### src/rtl/cfgport_pkg.sv
package cfgport_pkg;
  localparam int DW = 8;
  typedef logic [DW-1:0] cfg_byte_t;

  localparam cfg_byte_t OFS_ID     = 8'h02;
  localparam cfg_byte_t OFS_REV    = 8'h08;
  localparam cfg_byte_t OFS_MODE   = 8'h40;
  localparam cfg_byte_t UNLOCK_KEY = 8'h0F;
  localparam cfg_byte_t MODE_RST   = 8'h20;
  localparam cfg_byte_t MODE_WMASK = 8'h7F;

  localparam int NUM_EN = 2;
  localparam int EN_ALT = 0;
  localparam int EN_PAGE = 1;
endpackage

### src/rtl/cfgport_decode.sv
module cfgport_decode #(
  parameter int ADDR_W = 16,
  parameter logic [ADDR_W-1:0] IDX_PORT = 'h22,
  parameter logic [ADDR_W-1:0] DAT_PORT = 'h23
) (
  input  logic              wr_en,
  input  logic [ADDR_W-1:0] wr_addr,
  input  logic              rd_en,
  input  logic [ADDR_W-1:0] rd_addr,
  output logic              idx_wr,
  output logic              dat_wr,
  output logic              dat_rd
);
  // The index port is write-only; only the data port answers reads.
  assign idx_wr = wr_en && (wr_addr == IDX_PORT);
  assign dat_wr = wr_en && (wr_addr == DAT_PORT);
  assign dat_rd = rd_en && (rd_addr == DAT_PORT);
endmodule

### src/rtl/cfgport_lock.sv
module cfgport_lock
  import cfgport_pkg::*;
(
  input  logic      clk,
  input  logic      rst_n,
  input  logic      dat_wr,
  input  cfg_byte_t index,
  input  cfg_byte_t wdata,
  output cfg_byte_t id_q,
  output logic      unlocked_q
);
  logic id_sel;
  assign id_sel = dat_wr && (index == OFS_ID);

  always_ff @(posedge clk) begin
    if (!rst_n) begin
      id_q       <= '0;
      unlocked_q <= 1'b0;
    end else if (id_sel) begin
      id_q       <= wdata;
      unlocked_q <= (wdata == UNLOCK_KEY);
    end
  end

  assert_key_unlocks_R4: assert property (@(posedge clk) disable iff (!rst_n)
    (id_sel && wdata == UNLOCK_KEY) |=> unlocked_q);
  assert_other_relocks_R4: assert property (@(posedge clk) disable iff (!rst_n)
    (id_sel && wdata != UNLOCK_KEY) |=> !unlocked_q);
  assert_lock_needs_id_write_R4: assert property (@(posedge clk) disable iff (!rst_n)
    !id_sel |=> $stable(unlocked_q) && $stable(id_q));
endmodule

### src/rtl/cfgport_mode.sv
module cfgport_mode
  import cfgport_pkg::*;
(
  input  logic              clk,
  input  logic              rst_n,
  input  logic              dat_wr,
  input  cfg_byte_t         index,
  input  cfg_byte_t         wdata,
  input  logic              unlocked,
  output cfg_byte_t         mode_q,
  output logic [NUM_EN-1:0] en
);
  localparam int EN_BIT [NUM_EN] = '{6, 5};

  logic mode_wr;
  assign mode_wr = dat_wr && unlocked && (index == OFS_MODE);

  always_ff @(posedge clk) begin
    if (!rst_n)       mode_q <= MODE_RST;
    else if (mode_wr) mode_q <= wdata & MODE_WMASK;
  end

  // Each enable is taken straight from a register bit, so it is a registered output.
  for (genvar g = 0; g < NUM_EN; g++) begin : g_en
    assign en[g] = mode_q[EN_BIT[g]];
  end

  assert_mode_frozen_locked_R5: assert property (@(posedge clk) disable iff (!rst_n)
    !unlocked |=> $stable(mode_q));
  assert_alt_follows_write_R8: assert property (@(posedge clk) disable iff (!rst_n)
    mode_wr |=> en[EN_ALT] == $past(wdata[6]));
  assert_page_follows_write_R8: assert property (@(posedge clk) disable iff (!rst_n)
    mode_wr |=> en[EN_PAGE] == $past(wdata[5]));
  assert_rsvd_bit_zero_R7: assert property (@(posedge clk) disable iff (!rst_n)
    mode_wr |=> !mode_q[7]);
endmodule

### src/rtl/cfgport_rdmux.sv
module cfgport_rdmux
  import cfgport_pkg::*;
#(
  parameter cfg_byte_t REV_VALUE = 8'h02
) (
  input  logic      clk,
  input  logic      rst_n,
  input  logic      dat_rd,
  input  cfg_byte_t index,
  input  logic      unlocked,
  input  cfg_byte_t id_q,
  input  cfg_byte_t mode_q,
  output logic      rd_valid,
  output cfg_byte_t rd_data
);
  logic      hit;
  cfg_byte_t sel;

  always_comb begin
    hit = 1'b0;
    sel = '0;
    case (index)
      OFS_ID:   begin hit = 1'b1;     sel = id_q;                end
      OFS_REV:  begin hit = unlocked; sel = REV_VALUE;           end
      OFS_MODE: begin hit = unlocked; sel = mode_q & MODE_WMASK; end
      default:  begin hit = 1'b0;     sel = '0;                  end
    endcase
  end

  always_ff @(posedge clk) begin
    if (!rst_n) begin
      rd_valid <= 1'b0;
      rd_data  <= '0;
    end else begin
      rd_valid <= dat_rd && hit;
      rd_data  <= (dat_rd && hit) ? sel : '0;
    end
  end

  assert_silent_when_locked_R5: assert property (@(posedge clk) disable iff (!rst_n)
    (dat_rd && !unlocked && index != OFS_ID) |=> !rd_valid);
  assert_id_always_claimed_R3: assert property (@(posedge clk) disable iff (!rst_n)
    (dat_rd && index == OFS_ID) |=> rd_valid && rd_data == $past(id_q));
  assert_idle_bus_zero_R9: assert property (@(posedge clk) disable iff (!rst_n)
    !rd_valid |-> rd_data == '0);
  assert_no_read_no_claim_R9: assert property (@(posedge clk) disable iff (!rst_n)
    !dat_rd |=> !rd_valid);
endmodule

### src/rtl/cfgport_unlock.sv
module cfgport_unlock
  import cfgport_pkg::*;
#(
  parameter int ADDR_W = 16,
  parameter logic [ADDR_W-1:0] IDX_PORT = 'h22,
  parameter logic [ADDR_W-1:0] DAT_PORT = 'h23,
  parameter logic [7:0] REV_VALUE = 8'h02
) (
  input  logic              clk,
  input  logic              rst_n,
  input  logic              wr_en,
  input  logic [ADDR_W-1:0] wr_addr,
  input  logic [7:0]        wr_data,
  input  logic              rd_en,
  input  logic [ADDR_W-1:0] rd_addr,
  output logic              rd_valid,
  output logic [7:0]        rd_data,
  output logic              alt_func_en,
  output logic              page_addr_en
);
  logic              idx_wr, dat_wr, dat_rd;
  cfg_byte_t         index_q, id_q, mode_q;
  logic              unlocked_q;
  logic [NUM_EN-1:0] en;

  cfgport_decode #(.ADDR_W(ADDR_W), .IDX_PORT(IDX_PORT), .DAT_PORT(DAT_PORT)) u_dec (
    .wr_en(wr_en), .wr_addr(wr_addr), .rd_en(rd_en), .rd_addr(rd_addr),
    .idx_wr(idx_wr), .dat_wr(dat_wr), .dat_rd(dat_rd)
  );

  always_ff @(posedge clk) begin
    if (!rst_n)      index_q <= '0;
    else if (idx_wr) index_q <= wr_data;
  end

  cfgport_lock u_lock (
    .clk(clk), .rst_n(rst_n), .dat_wr(dat_wr), .index(index_q), .wdata(wr_data),
    .id_q(id_q), .unlocked_q(unlocked_q)
  );

  cfgport_mode u_mode (
    .clk(clk), .rst_n(rst_n), .dat_wr(dat_wr), .index(index_q), .wdata(wr_data),
    .unlocked(unlocked_q), .mode_q(mode_q), .en(en)
  );

  cfgport_rdmux #(.REV_VALUE(REV_VALUE)) u_rd (
    .clk(clk), .rst_n(rst_n), .dat_rd(dat_rd), .index(index_q), .unlocked(unlocked_q),
    .id_q(id_q), .mode_q(mode_q), .rd_valid(rd_valid), .rd_data(rd_data)
  );

  assign alt_func_en  = en[EN_ALT];
  assign page_addr_en = en[EN_PAGE];

  assert_index_holds_R2: assert property (@(posedge clk) disable iff (!rst_n)
    !idx_wr |=> $stable(index_q));
  assert_index_loads_R2: assert property (@(posedge clk) disable iff (!rst_n)
    idx_wr |=> index_q == $past(wr_data));
  assert_foreign_addr_inert_R10: assert property (@(posedge clk) disable iff (!rst_n)
    (!idx_wr && !dat_wr) |=> $stable(index_q) && $stable(unlocked_q) && $stable(mode_q));
endmodule

### config.mk
export PLATFORM = sky130hd
export DESIGN_NAME = cfgport_unlock
export DESIGN_NICKNAME = d
export VERILOG_FILES = /design/src/rtl/cfgport_pkg.sv /design/src/rtl/cfgport_decode.sv /design/src/rtl/cfgport_lock.sv /design/src/rtl/cfgport_mode.sv /design/src/rtl/cfgport_rdmux.sv /design/src/rtl/cfgport_unlock.sv
export SDC_FILE = /design/constraint.sdc
export NUM_CORES = 1
export LEC_CHECK = 0
export ABC_AREA = 0
export CORE_ASPECT_RATIO = 1.2
export CORE_MARGIN = 2
export CORE_UTILIZATION = 44
export DETAILED_ROUTE_END_ITERATION = 7
export HOLD_SLACK_MARGIN = 0.06
export PLACE_DENSITY_LB_ADDON = 0.08
export SYNTH_ARGS = -nofsm -noshare
export SYNTH_HDL_FRONTEND = slang
export SYNTH_SLANG_ARGS = --single-unit
### constraint.sdc
create_clock -name clk -period 1.75 [get_ports clk]
set_input_delay 0.175 -clock clk [delete_from_list [all_inputs] [get_ports clk]]
set_output_delay 0.175 -clock clk [all_outputs]
set_load 0.03 [all_outputs]
==> metrics.cfg <==
[sta]
setup-violations-final = 0
tightestPinTransition_ns = 0.457
period_share_pct = 92.5
rsz0062_at_grt = no
skew_ns = 0.00452
max_freq_ghz = 0.617
hold_viol_final = 0
slew_headroom_pct = 69.4
fin_setup_tns_ns = 0
fin_crit_ns = 1.62
slew_viol_final = 0

[final_layout]
final_net_count = 254
fin_area_mm2 = 0.00226
antenna_cells = 0
final_cell_count_no_fill = 248
area_delta_synth_final_pct = 49.1
layout-drive-gt1-share_pct = 13.7

[yosys]
syn_avg_cell_area_um2 = 10.1
netlist_instances = 150
syn_nets = 194
yosys.cell_types.count = 30
mappedNetlistArea_mm2 = 0.00151
synth.ff_latch_count = 33
seq_area_frac_synth_pct = 43.7
ys.warnings.count = 0

[global_route]
overflow = 0
grt_pass1_vias = 1324
grt_use_total_pct = 21.2
antenna_found_initial = 0
grt_first_pass_wirelength_um = 6180
grt_max_degree = 35

[floorplanning]
die_w_um = 57.5
die-height_um = 68.2
core_area_mm2 = 0.00331
pin_count = 55
initial_core_util_pct = 45.7
die_area_mm2 = 0.00392
rows = 23

[power_and_ir_drop]
comb_power_share_pct = 8.9
clock_power_share_pct = 45.2
peakVddDrop_mv = 0.922
power_density_mw_per_mm2 = 724
p_leak_nw = 0.773
seq_power_share_pct = 46.0
p_switching_mw = 0.322
internal_power_mw = 1.31
switching_share_pct = 19.7

[critical_path]
rr_worst_depth = 4
path_class = input pin to register
r2r_start = index_q[6]$_SDFFE_PN0P_
endpoint_kind = register
endpoint = u_lock.id_q[6]$_SDFFE_PN0P_
worst_r2r_endpoint = u_rd.rd_data[5]$_SDFF_PN0_
crit_fanout = 9
rrSetupSlack_ns = 0.14
crit_arrival_ns = 1.84
cp-start-kind = input pin
required_ns = 1.97
worstSetupStartpoint = wr_addr[9]

[clock_tree]
cts_made_buffers = 5
root_buffer = clkbuf_8
cts_tree = yes
postCtsSetupRepairBufs = 0
clkSlewWorstSetupHoldPaths_ns = 0.07
insertion_delay_ns = 0.29
cts.sinks = 33
htree_levels = 2
cts_max_path_buffers = 2

[status]
status = finished clean

[min_path]
hold_path_class = register to register
hp-start = u_lock.id_q[7]$_SDFFE_PN0P_

[routing]
post-route-drc-count = 0
drt_iter0_drc = 50
drt_pass1_iterations = 4
finalWirelength_um = 3610
num_vias = 1302
wire_per_inst_um = 14.5
avgViaCountPerCell = 5.25
antenna_left = 0

[place]
dp_hpwl_um = 2760
portBuffers = 54
dp.cells = 240
routabilityCongestion = 0.738
placed_cell_area_mm2 = 0.00214

[job]
cap_violations = 0

logic make-up after synthesis:
family / after synthesis / share of synthesized area (%)
AOI/OAI and AO/OA: 9 / 4.47
xor gates and xnor gates: 1 / 0.579
DFF: 33 / 43.7
and+or+nand+nor: 73 / 32.3
buffers and inverters: 10 / 3.06
muxes: 24 / 15.9
worst min path at each step:
stage	slack, ns	endpoint	depth (start not counted)
3_5_place_dp	0.45	u_lock.id_q[6]$_SDFFE_PN0P_	2
6_report	0.46	u_lock.id_q[7]$_SDFFE_PN0P_	2
5_1_grt	0.48	u_lock.id_q[5]$_SDFFE_PN0P_	2
2_1_floorplan	0.34	u_lock.id_q[7]$_SDFFE_PN0P_	2
3_3_place_gp	0.45	u_lock.id_q[7]$_SDFFE_PN0P_	2
4_1_cts	0.46	u_lock.id_q[7]$_SDFFE_PN0P_	2
worst max-delay path, cell delays in order:
cell and delay, ns:
clkdlybuf4s50_1 0.45, nor4_4 0.33, nand4_4 0.18, nor4_2 0.26, buf_4 0.25, mux2i_1 0.19
through the flow:
step	power (mW)	setup slack, ns	utilization, %	hold slack, ns
after floorplan	0.799	0.321	-	0.339
after global placement	0.909	-0.118	64.6	0.446
after detailed placement	0.912	-0.157	64.6	0.451
after CTS	1.65	0.129	68.1	0.463
after global routing	1.69	0.0321	68.2	0.481
final	1.63	0.130	68.2	0.457
power by group through the flow:
stage          combinational [mW]  sequential, mW  clock (mW)
3_3_place_gp                0.142           0.768           0
5_1_grt                     0.155           0.750       0.785
4_1_cts                     0.145           0.751       0.756
2_1_floorplan              0.0308           0.768           0
6_report                    0.145           0.751       0.738
3_5_place_dp                0.145           0.768           0
cells in the mapped netlist, drive strengths merged:
cell type / instances / share of area, %
nand2: 34 / 8.4
dfxtp: 33 / 44
mux2i: 24 / 16
nor3: 7 / 5.0
nor4: 7 / 5.7
a22oi: 6 / 3.0
nor2: 6 / 2.0
buf: 5 / 1.8
nor2b: 4 / 1.7
clkbuf: 3 / 0.74
nand2b: 3 / 1.2
and4bb: 2 / 1.7
inv: 2 / 0.50
nand3: 2 / 0.66
nand3b: 2 / 0.99
nand4: 2 / 1.8
nor4b: 2 / 2.2
a2111o: 1 / 0.74
a21oi: 1 / 0.33
a31oi: 1 / 0.41
and3: 1 / 0.41
and4: 1 / 0.58
xor2: 1 / 0.58
layout by cell type (no fill, tap or decap), types with 2 or more instances in the layout:
| cell type | netlist | routed |
|---|---|---|
| a22oi_1 | 6 | 6 |
| nor4_2 | 2 | 2 |
| clkdlybuf4s50_1 | 0 | 54 |
| buf_12 | 0 | 2 |
| nand2_1 | 34 | 34 |
| nor4_4 | 2 | 2 |
| nand3b_1 | 2 | 2 |
| nand2b_1 | 3 | 3 |
| nor2_1 | 5 | 5 |
| nor2b_1 | 4 | 4 |
| nor4_1 | 3 | 3 |
| inv_1 | 2 | 2 |
| and4bb_1 | 2 | 2 |
| nor3_2 | 6 | 6 |
| dfxtp_1 | 33 | 33 |
| mux2i_1 | 24 | 24 |
| buf_4 | 1 | 5 |
| nand3_1 | 2 | 2 |
| clkbuf_8 | 0 | 6 |
timing repair:
action,in CTS,in global routing
resized for setup,0,1
setup endpoints to repair,0,1
hold buffers,0,0
state kept, by name (all words and copies together) (netlist names):
name and count:
u_lock.id_q 8, u_lock.unlocked_q 1, u_mode.mode_q 7, index_q 8
u_rd.rd_data 8, u_rd.rd_valid 1
per-layer routing:
metal,vias up,GRT usage [%],share of wire [%]
met1,615,23.7,40
met4,0,8.43,1.6
met5,-,0,0
met3,7,6.24,5.0
met2,34,37.6,53
li1,646,-,-
final cells by class:
| cell class | instances | area (um2) |
|---|---|---|
| clock buffers | 7 | 86.3 |
| fillers | 271 | 1050 |
| clock inverters | 1 | 30.0 |
| flip-flops and latches | 33 | 661 |
| multi-input cells | 107 | 807 |
| well taps | 37 | 46.3 |
| inverters | 2 | 7.51 |
| repair buffers | 61 | 618 |
Note: power is estimated with default switching activity, not from simulation.
